[config.mk]
export PLATFORM = sky130hd
export DESIGN_NAME = boot_reset_ctrl
export DESIGN_NICKNAME = d
export VERILOG_FILES = /design/src/rtl/boot_reset_pkg.sv /design/src/rtl/rst_pin_sync.sv /design/src/rtl/lv_hysteresis.sv /design/src/rtl/rst_phase_fsm.sv /design/src/rtl/vec_fetch.sv /design/src/rtl/boot_reset_ctrl.sv
export SDC_FILE = /design/constraint.sdc
export NUM_CORES = 1
export LEC_CHECK = 0
export CAP_MARGIN = 20
export CORE_ASPECT_RATIO = 1.75
export CORE_MARGIN = 1
export CORE_UTILIZATION = 50
export CTS_CLUSTER_DIAMETER = 40
export DETAILED_ROUTE_END_ITERATION = 6
export PLACE_DENSITY_LB_ADDON = 0.3
export SLEW_MARGIN = 30
export SYNTH_ARGS = -nofsm -noshare
export SYNTH_HDL_FRONTEND = slang
export SYNTH_HIERARCHICAL = 1
export SYNTH_SLANG_ARGS = --single-unit
[constraint.sdc]
create_clock -name clk -period 4.79 [get_ports clk]
set_input_delay 0.479 -clock clk [delete_from_list [all_inputs] [get_ports clk]]
set_output_delay 0.479 -clock clk [all_outputs]
set_load 0.05 [all_outputs]
[src/rtl/boot_reset_pkg.sv]
package boot_reset_pkg;

  typedef enum logic [2:0] {
    PH_HOLD   = 3'd0,
    PH_DELAY  = 3'd1,
    PH_FETCH0 = 3'd2,
    PH_FETCH1 = 3'd3,
    PH_RUN    = 3'd4
  } phase_e;

  typedef enum logic [1:0] {
    CAUSE_POR = 2'b00,
    CAUSE_PIN = 2'b01,
    CAUSE_WDG = 2'b10,
    CAUSE_LV  = 2'b11
  } cause_e;

  // Highest priority source among those active this cycle.
  function automatic cause_e pick_cause(input logic pin, input logic wdg,
                                        input logic lv, input cause_e prev);
    if (lv)       return CAUSE_LV;
    else if (wdg) return CAUSE_WDG;
    else if (pin) return CAUSE_PIN;
    else          return prev;
  endfunction

  // Hysteresis update: lower threshold sets, upper threshold clears.
  function automatic logic hyst_next(input logic below, input logic above,
                                     input logic held);
    if (below)      return 1'b1;
    else if (above) return 1'b0;
    else            return held;
  endfunction

endpackage

[src/rtl/rst_pin_sync.sv]
module rst_pin_sync #(
  parameter int STAGES = 2
) (
  input  logic clk,
  input  logic por_n,
  input  logic pin_n,
  output logic pin_n_sync
);
  logic [STAGES-1:0] chain_q;

  always_ff @(posedge clk or negedge por_n) begin
    if (!por_n) chain_q <= '1;
    else        chain_q <= {chain_q[STAGES-2:0], pin_n};
  end

  assign pin_n_sync = chain_q[STAGES-1];
endmodule

[src/rtl/lv_hysteresis.sv]
module lv_hysteresis
  import boot_reset_pkg::*;
(
  input  logic clk,
  input  logic por_n,
  input  logic below_lo,
  input  logic above_hi,
  output logic lv_req
);
  logic held_q;

  always_ff @(posedge clk or negedge por_n) begin
    if (!por_n) held_q <= 1'b0;
    else        held_q <= hyst_next(below_lo, above_hi, held_q);
  end

  assign lv_req = held_q;
endmodule

[src/rtl/rst_phase_fsm.sv]
module rst_phase_fsm
  import boot_reset_pkg::*;
#(
  parameter int DELAY_CYCLES = 2048
) (
  input  logic   clk,
  input  logic   por_n,
  input  logic   req_pin,
  input  logic   req_wdg,
  input  logic   req_lv,
  output phase_e phase,
  output cause_e cause
);
  localparam int CNT_W = (DELAY_CYCLES > 1) ? $clog2(DELAY_CYCLES) : 1;
  localparam logic [CNT_W-1:0] CNT_LAST = CNT_W'(DELAY_CYCLES - 1);

  phase_e           phase_q, phase_d;
  cause_e           cause_q;
  logic [CNT_W-1:0] cnt_q, cnt_d;
  logic             any_req;

  assign any_req = req_pin | req_wdg | req_lv;

  always_comb begin
    phase_d = phase_q;
    cnt_d   = cnt_q;
    unique case (phase_q)
      PH_HOLD: begin
        if (!any_req) begin
          phase_d = PH_DELAY;
          cnt_d   = '0;
        end
      end
      PH_DELAY: begin
        if (any_req)               phase_d = PH_HOLD;
        else if (cnt_q == CNT_LAST) phase_d = PH_FETCH0;
        else                       cnt_d   = cnt_q + 1'b1;
      end
      PH_FETCH0: phase_d = any_req ? PH_HOLD : PH_FETCH1;
      PH_FETCH1: phase_d = any_req ? PH_HOLD : PH_RUN;
      PH_RUN:    if (any_req) phase_d = PH_HOLD;
      default:   phase_d = PH_HOLD;
    endcase
  end

  always_ff @(posedge clk or negedge por_n) begin
    if (!por_n) begin
      phase_q <= PH_HOLD;
      cnt_q   <= '0;
      cause_q <= CAUSE_POR;
    end else begin
      phase_q <= phase_d;
      cnt_q   <= cnt_d;
      if (any_req) cause_q <= pick_cause(req_pin, req_wdg, req_lv, cause_q);
    end
  end

  assign phase = phase_q;
  assign cause = cause_q;
endmodule

[src/rtl/vec_fetch.sv]
module vec_fetch
  import boot_reset_pkg::*;
#(
  parameter int ADDR_W = 12,
  parameter int DATA_W = 8
) (
  input  logic              clk,
  input  logic              por_n,
  input  phase_e            phase,
  input  logic [DATA_W-1:0] rom_rdata,
  output logic              rom_rd,
  output logic [ADDR_W-1:0] rom_addr,
  output logic [ADDR_W-1:0] pc_vector,
  output logic              pc_load
);
  localparam int HI_W = ADDR_W - DATA_W;
  localparam logic [ADDR_W-1:0] VEC_LO_ADDR = {{(ADDR_W-1){1'b1}}, 1'b0};
  localparam logic [ADDR_W-1:0] VEC_HI_ADDR = '1;

  logic [DATA_W-1:0] lo_q;
  logic [HI_W-1:0]   hi_q;
  logic              was_fetch1_q;

  assign rom_rd   = (phase == PH_FETCH0) || (phase == PH_FETCH1);
  assign rom_addr = (phase == PH_FETCH1) ? VEC_HI_ADDR : VEC_LO_ADDR;

  always_ff @(posedge clk or negedge por_n) begin
    if (!por_n) begin
      lo_q         <= '0;
      hi_q         <= '0;
      was_fetch1_q <= 1'b0;
    end else begin
      if (phase == PH_FETCH0) lo_q <= rom_rdata;
      if (phase == PH_FETCH1) hi_q <= rom_rdata[HI_W-1:0];
      was_fetch1_q <= (phase == PH_FETCH1);
    end
  end

  assign pc_vector = {hi_q, lo_q};
  assign pc_load   = (phase == PH_RUN) && was_fetch1_q;
endmodule

[src/rtl/boot_reset_ctrl.sv]
module boot_reset_ctrl
  import boot_reset_pkg::*;
#(
  parameter int DELAY_CYCLES = 2048,
  parameter int ADDR_W       = 12,
  parameter int DATA_W       = 8,
  parameter int SYNC_STAGES  = 2
) (
  input  logic              clk,
  input  logic              por_n,
  input  logic              ext_rst_n,
  input  logic              wdg_underflow,
  input  logic              lv_below_lo,
  input  logic              lv_above_hi,
  input  logic              reti_exec,
  input  logic [DATA_W-1:0] rom_rdata,
  output logic              rom_rd,
  output logic [ADDR_W-1:0] rom_addr,
  output logic              core_rst,
  output logic              stack_clr,
  output logic              nmi_mode,
  output logic              pc_load,
  output logic [ADDR_W-1:0] pc_vector,
  output logic [1:0]        rst_cause
);
  // Named internal events, also used by the bound checker.
  logic   pin_n_sync, req_pin, req_lv, any_req;
  logic   delay_active, hold_active;
  logic   hold_seen_q, nmi_q;
  phase_e phase;
  cause_e cause;

  rst_pin_sync #(.STAGES(SYNC_STAGES)) u_sync (
    .clk(clk), .por_n(por_n), .pin_n(ext_rst_n), .pin_n_sync(pin_n_sync)
  );

  lv_hysteresis u_lv (
    .clk(clk), .por_n(por_n), .below_lo(lv_below_lo),
    .above_hi(lv_above_hi), .lv_req(req_lv)
  );

  assign req_pin = ~pin_n_sync;
  assign any_req = req_pin | wdg_underflow | req_lv;

  rst_phase_fsm #(.DELAY_CYCLES(DELAY_CYCLES)) u_fsm (
    .clk(clk), .por_n(por_n), .req_pin(req_pin), .req_wdg(wdg_underflow),
    .req_lv(req_lv), .phase(phase), .cause(cause)
  );

  vec_fetch #(.ADDR_W(ADDR_W), .DATA_W(DATA_W)) u_fetch (
    .clk(clk), .por_n(por_n), .phase(phase), .rom_rdata(rom_rdata),
    .rom_rd(rom_rd), .rom_addr(rom_addr), .pc_vector(pc_vector),
    .pc_load(pc_load)
  );

  assign delay_active = (phase == PH_DELAY);
  assign hold_active  = (phase == PH_HOLD);

  always_ff @(posedge clk or negedge por_n) begin
    if (!por_n) begin
      hold_seen_q <= 1'b0;
      nmi_q       <= 1'b1;
    end else begin
      hold_seen_q <= hold_active;
      if (any_req || phase != PH_RUN) nmi_q <= 1'b1;
      else if (reti_exec)             nmi_q <= 1'b0;
    end
  end

  assign core_rst  = (phase != PH_RUN);
  assign stack_clr = hold_active & ~hold_seen_q;
  assign nmi_mode  = nmi_q;
  assign rst_cause = cause;
endmodule

Word-level counts from Yosys, hierarchy flattened. Cells that the tools add are included.

Bits of input ports: 15. Output and inout bits: 31. Register bits after elaboration: 34. Word-level logic and storage cells: 57.

Bitwise operators: 5. Reductions and logical operators: 10. Equality and inequality tests: 12. Multiplexer cells: 19. $add $sub $neg: 1.

Operators by type and width (number): 11-bit two-way mux (3); 11-bit case mux with 2 select lines (1); 3-bit two-way mux (5); 3-bit case mux with 5 select lines (1); 11-bit by 1-bit adder with 11-bit output, second input constant (1); 11-bit == test, second input constant (1); 2-bit two-way mux (4); 2-bit != test, second input constant (4); 3-bit by 2-bit == test with 1-bit output, second input constant (2); 3-bit by 2-bit != test with 1-bit output, second input constant (2); 2-bit nonzero test (3); 1-bit two-way mux (5); 4-bit AND reduction (1); 3-bit by 1-bit == test with 1-bit output, second input constant (1); 3-bit == test, second input constant (1); 3-bit zero test (1); 3-bit != test, second input constant (1); 3-bit AND reduction (1); 1-bit logical OR (2); 1-bit inverter (2); 1-bit OR (2); 2-bit AND reduction (1); 1-bit bitwise AND (1); 1-bit logical AND (1).

Logic depth before layout (Yosys ltp).
Word-level depth: 5. Mapped depth: 6.

Cells and area by module. Netlist, hierarchy kept.

Modules (own cells, without submodules): rst_phase_fsm (area each 905.9 um^2, times used 1, cells an instance 91, sequential area each 400.4 um^2); vec_fetch (area each 591.8 um^2, times used 1, cells an instance 43, sequential area each 325.3 um^2); boot_reset_ctrl (area each 100.1 um^2, times used 1, cells an instance 10, sequential area each 51.3 um^2); rst_pin_sync (area each 52.6 um^2, times used 1, cells an instance 2, sequential area each 52.6 um^2); lv_hysteresis (area each 36.3 um^2, times used 1, cells an instance 3, sequential area each 25.0 um^2).

Worst setup path after synthesis. OpenSTA, ideal clock, no wires.

Path kind: register to output. Start point: register u_fsm.phase_q[2] (netlist: u_fsm/phase[2]). End point: output pc_load. Required time: 4.311 ns. Data arrival time: 1.677 ns. Buffers on the path: 0. Path slack: 2.634 ns. Cell stages (with the launch flop): 3. Path through: dfrtp_1 > nand2_1 > nor3_1.

Longest elaborated chain between the ends: 2.

Ends and longest elaborated chain: start, declared (RTL line rst_phase_fsm.sv:17) `phase_e phase_q, phase_d;`; start signal, assigned (RTL line rst_phase_fsm.sv:52) `phase_q <= phase_d;`; 3-bit == test (RTL line vec_fetch.sv:40) `assign pc_load = (phase == PH_RUN) && was_fetch1_q;`; 1-bit logical AND (RTL line vec_fetch.sv:40); end, declared (RTL line boot_reset_ctrl.sv:22) `output logic pc_load,`.

Every way passes these cells.

Worst setup path after layout.
Start point: register u_fsm.phase_q[0] (netlist: u_fsm/phase[0]). End point: output rom_addr[0].

Longest elaborated chain between the ends: 2.

Ends and longest elaborated chain: 3-bit by 2-bit == test with 1-bit output (RTL line vec_fetch.sv:25) `assign rom_addr = (phase == PH_FETCH1) ? VEC_HI_ADDR : VEC_LO_ADDR;`; 1-bit two-way mux (RTL line vec_fetch.sv:25); end, declared (RTL line boot_reset_ctrl.sv:18) `output logic [ADDR_W-1:0] rom_addr,`.

Every way passes these cells.

==> run summary <==
The flow ran to the end, and the final reports show no timing, DRC or antenna violations. The depth of the worst register-to-register path works out to 4. On the worst path, the slowest cell contributes a delay of 810 ps. The final layout contains 202 nets. In the routed layout, each cell is associated on average with a via count of 5.45.

The maximum number of pins on one net before global-route repair is 35, and the total power divided by cell area is 286 nW/um2. Grouping stages by cell kind, the critical path spends the most delay in buffers and inverters. At the end of routability-driven placement, the weighted congestion stood at 0.813. The logs give 0 ps for the aggregate negative setup slack and 2770 ps for the worst setup slack for register-to-register paths.

The first detailed-routing pass ran for 4 iterations. The filler cells instantiated in the layout total 270. Setup repair after global routing left no endpoint under its margin. The tools report the remaining number of nets flagged by the antenna check after routing as 0. TritonCTS built the clock tree.

In this run the critical register-to-register path is captured at u_fsm/cnt_q[9]$_DFFE_PN0P_. The routed wirelength normalized by instance count works out to 15.3 um. The tools report the initial core utilization as 0.531. The worst slew margin relative to its limit was 0.647; the maximum VDD drop was 219 uV. Aggregate global-route resource usage: 0.222. The number of hold-slack violations in the final timing report is 0.

The cell area that synthesis handed to floorplanning was 1690 um2. The tools report the insertion delay to the later sink of the worst-skew pair as 280 ps. Library cell used as clock root buffer: sky130_fd_sc_hd__clkbuf_8. The maximum level of the CTS H-tree came out at 2. In this run, placement finished with an instance count of 222. In this run the worst hold path is classified as flop to flop. During placement, the flow inserted port buffers numbering 34. Worst-path cell with the longest stage delay: sky130_fd_sc_hd__clkdlybuf4s50_1. The run gives 149 as the number of standard cells after synthesis.

For the yosys synthesis warning count, the log shows 6. The peak clock frequency supported by timing was 376 MHz; the total clock buffers created by CTS was 5. For this block, the via count after detailed routing is 1254.

The run gives 34 as the number of sinks on the clock net. The via count of the first global-routing pass was 1317; the worst slack after detailed placement was 2440 ps. Number of storage elements in the synthesis netlist: 34. The tools report the launching element type of the critical path as a flop. The layout cell share with drive strength beyond 1 is 0.187. The worst setup path is captured at an output pin.

The number of gates resized after CTS was 0. After legalization and detailed placement, the total HPWL measured 2480 um. Clock-pin slew was measured on the worst setup and hold paths at 70 ps.

The global-route met3 utilization was 0.0591; the total stage count of the critical path was 3. From bottom edge to top edge, the die measures 78.8 um. The leading cell type in the layout, fill and taps excluded is sky130_fd_sc_hd__clkdlybuf4s50_1. Row generation in the floorplan step produced 27 rows. The standby leakage power was 0.893 nW; the number of antenna cells inserted was 0. For the worst setup path, the data required time is 4310 ps.

Along the worst path, the maximum fanout reaches 15. 46 I/O pins were placed. The layer with the highest usage after global routing is met2. For the number of standard cells in the layout, taps in and fillers out, the log shows 230.

The startpoint identified for the worst register-to-register timing path is u_fsm/phase[0]$_DFFE_PN0P_. The area growth from synthesis to layout is 25.0%. Walking the worst path, the cells encountered are nand3b_1 -> inv_1 -> clkdlybuf4s50_1. The post-synthesis cell type count came out at 44. Along the worst hold path, the cell count comes to 0.

For the pin with the worst max-slew slack, the measured transition is 526 ps. Portion of the clock cycle consumed by the worst path in the final layout: 0.556. Setup violations remaining at the end of the flow were counted as 0.

The number of violations reported at the end of detailed-routing iteration 0 is 42. The post-synthesis average cell area was 11.3 um2; the area of the die was 3620 um2. After clock tree synthesis, the flow added hold-fix buffers numbering 0.

Global routing finished with a remaining overflow of 0. The number of buffers and inverters on the critical path is 2. The fraction of registers with async set or reset after synthesis is 1.00, and the final number of max-transition violations is 0.

The largest buffer count on any clock path is 2, and the final critical path time including I/O delays and setup is 2660 ps. In the layout the commonest cells are sky130_fd_sc_hd__clkdlybuf4s50_1 (34), sky130_fd_sc_hd__dfrtp_1 (31), sky130_fd_sc_hd__mux2_2 (12). The met2 track demand over resource is 0.370, and the post-detailed-routing wire length is 3510 um. The run gives 0.507 as the sequential area share after synthesis. The logs give 0 for the post-CTS repair timing setup buffer count and 0 for the final routed DRC violation total. The total area inside the core boundary comes to 3180 um2. The most critical setup path has its startpoint at u_fsm/phase[0]$_DFFE_PN0P_. The logs give 0.251 for the met1 routing resource usage after global routing and 731 um2 for the area of the multi-input gates. The tools report the max-capacitance violation count as 0. In this run, synthesis inferred 0 flip-flops with an integrated enable.

Kind of critical path: flop to output pin. STA puts the critical path data arrival time at 2180 ps. The number of antenna violations at the first check in global routing is 0. For the final database, setup skew stands at 4.89 ps. Flip-flop cell with the highest count after synthesis: sky130_fd_sc_hd__dfrtp_1. Summing all flip-flop and latch instances after layout gives 855 um2. The first global-routing pass estimated 5900 um of wire. The tools report the worst setup path endpoint as rom_addr[0]. The width of the die is 45.9 um.

For the post-route worst setup slack, the log shows 2130 ps.
## cells in the mapped netlist (3+ instances only)
| cell | count | area share |
|---|---|---|
| sky130_fd_sc_hd__inv_1 | 7 | 0.016 |
| sky130_fd_sc_hd__o41ai_1 | 3 | 0.016 |
| sky130_fd_sc_hd__mux2_2 | 12 | 0.080 |
| sky130_fd_sc_hd__nand3_1 | 4 | 0.012 |
| sky130_fd_sc_hd__nand3b_1 | 4 | 0.018 |
| sky130_fd_sc_hd__o21ai_0 | 4 | 0.012 |
| sky130_fd_sc_hd__nor2_1 | 6 | 0.013 |
| sky130_fd_sc_hd__dfrtp_1 | 31 | 0.46 |
| sky130_fd_sc_hd__nand2b_1 | 3 | 0.011 |
| sky130_fd_sc_hd__dfstp_2 | 3 | 0.047 |
| sky130_fd_sc_hd__o31ai_1 | 9 | 0.040 |
| sky130_fd_sc_hd__buf_4 | 13 | 0.058 |
| sky130_fd_sc_hd__nor3_1 | 5 | 0.015 |
| sky130_fd_sc_hd__nand2_1 | 9 | 0.020 |
## per-layer routing
layer,share of wire,up-vias
li1,-,587
met4,0.023,0
met1,0.37,618
met3,0.052,10
met2,0.56,39
met5,0,-
## report_power, final
part | switching, W | total [W] | internal (W)
sequential | 0.00000637 | 0.000302 | 0.000296
combinational | 0.0000550 | 0.0000824 | 0.0000273
clock | 0.000102 | 0.000217 | 0.000115
## cell type report
cell class,instances,area share
Multi-Input combinational cell,103,0.347
Timing Repair Buffer,35,0.165
Inverter,7,0.0125
Sequential cell,34,0.405
Tap cell,43,0.0255
Clock buffer,6,0.0392
Clock inverter,2,0.00593
## cell families (layout without fill, tap and decap cells)
logic type	count (synthesis)	after routing	share of synthesized area
buffers and inverters	22	50	0.0823
AND/OR/NAND/NOR	47	47	0.181
flip-flops	34	34	0.507
adder cells (fa/ha/maj)	1	1	0.00742
multiplexers	13	13	0.0861
other	1	11	0.00222
AO/OA/AOI/OAI	31	31	0.134
## state kept, by name (all words and copies together) (netlist names), 2 cells and up
register,cells
u_fsm/cause,2
u_fsm/phase,3
u_fetch/hi_q,4
u_sync/chain_q,2
u_fsm/cnt_q,11
u_fetch/lo_q,8
## stage by stage
step / utilization / total power (W) / cell area [um2] / hold WS, ps
6_report: 0.664 / 0.000602 / 2110 / 359
5_1_grt: 0.664 / 0.000625 / 2110 / 363
4_1_cts: 0.664 / 0.000608 / 2110 / 362
3_5_place_dp: 0.634 / 0.000390 / 2010 / 352
3_3_place_gp: 0.634 / 0.000388 / 2010 / 347
2_1_floorplan: - / 0.000365 / 1720 / 183
## worst min path at each step
stage,from,end,slack (ps)
global route,u_sync/chain_q[0]$_DFF_PN1_,u_sync/chain_q[1]$_DFF_PN1_,360
floorplan,por_n,hold_seen_q$_DFF_PN0_,180
CTS,u_sync/chain_q[0]$_DFF_PN1_,u_sync/chain_q[1]$_DFF_PN1_,360
finish,u_sync/chain_q[0]$_DFF_PN1_,u_sync/chain_q[1]$_DFF_PN1_,360
detailed placement,u_sync/chain_q[0]$_DFF_PN1_,u_sync/chain_q[1]$_DFF_PN1_,350
global placement,u_sync/chain_q[0]$_DFF_PN1_,u_sync/chain_q[1]$_DFF_PN1_,350
No activity file was read; power rests on OpenSTA's default activity.
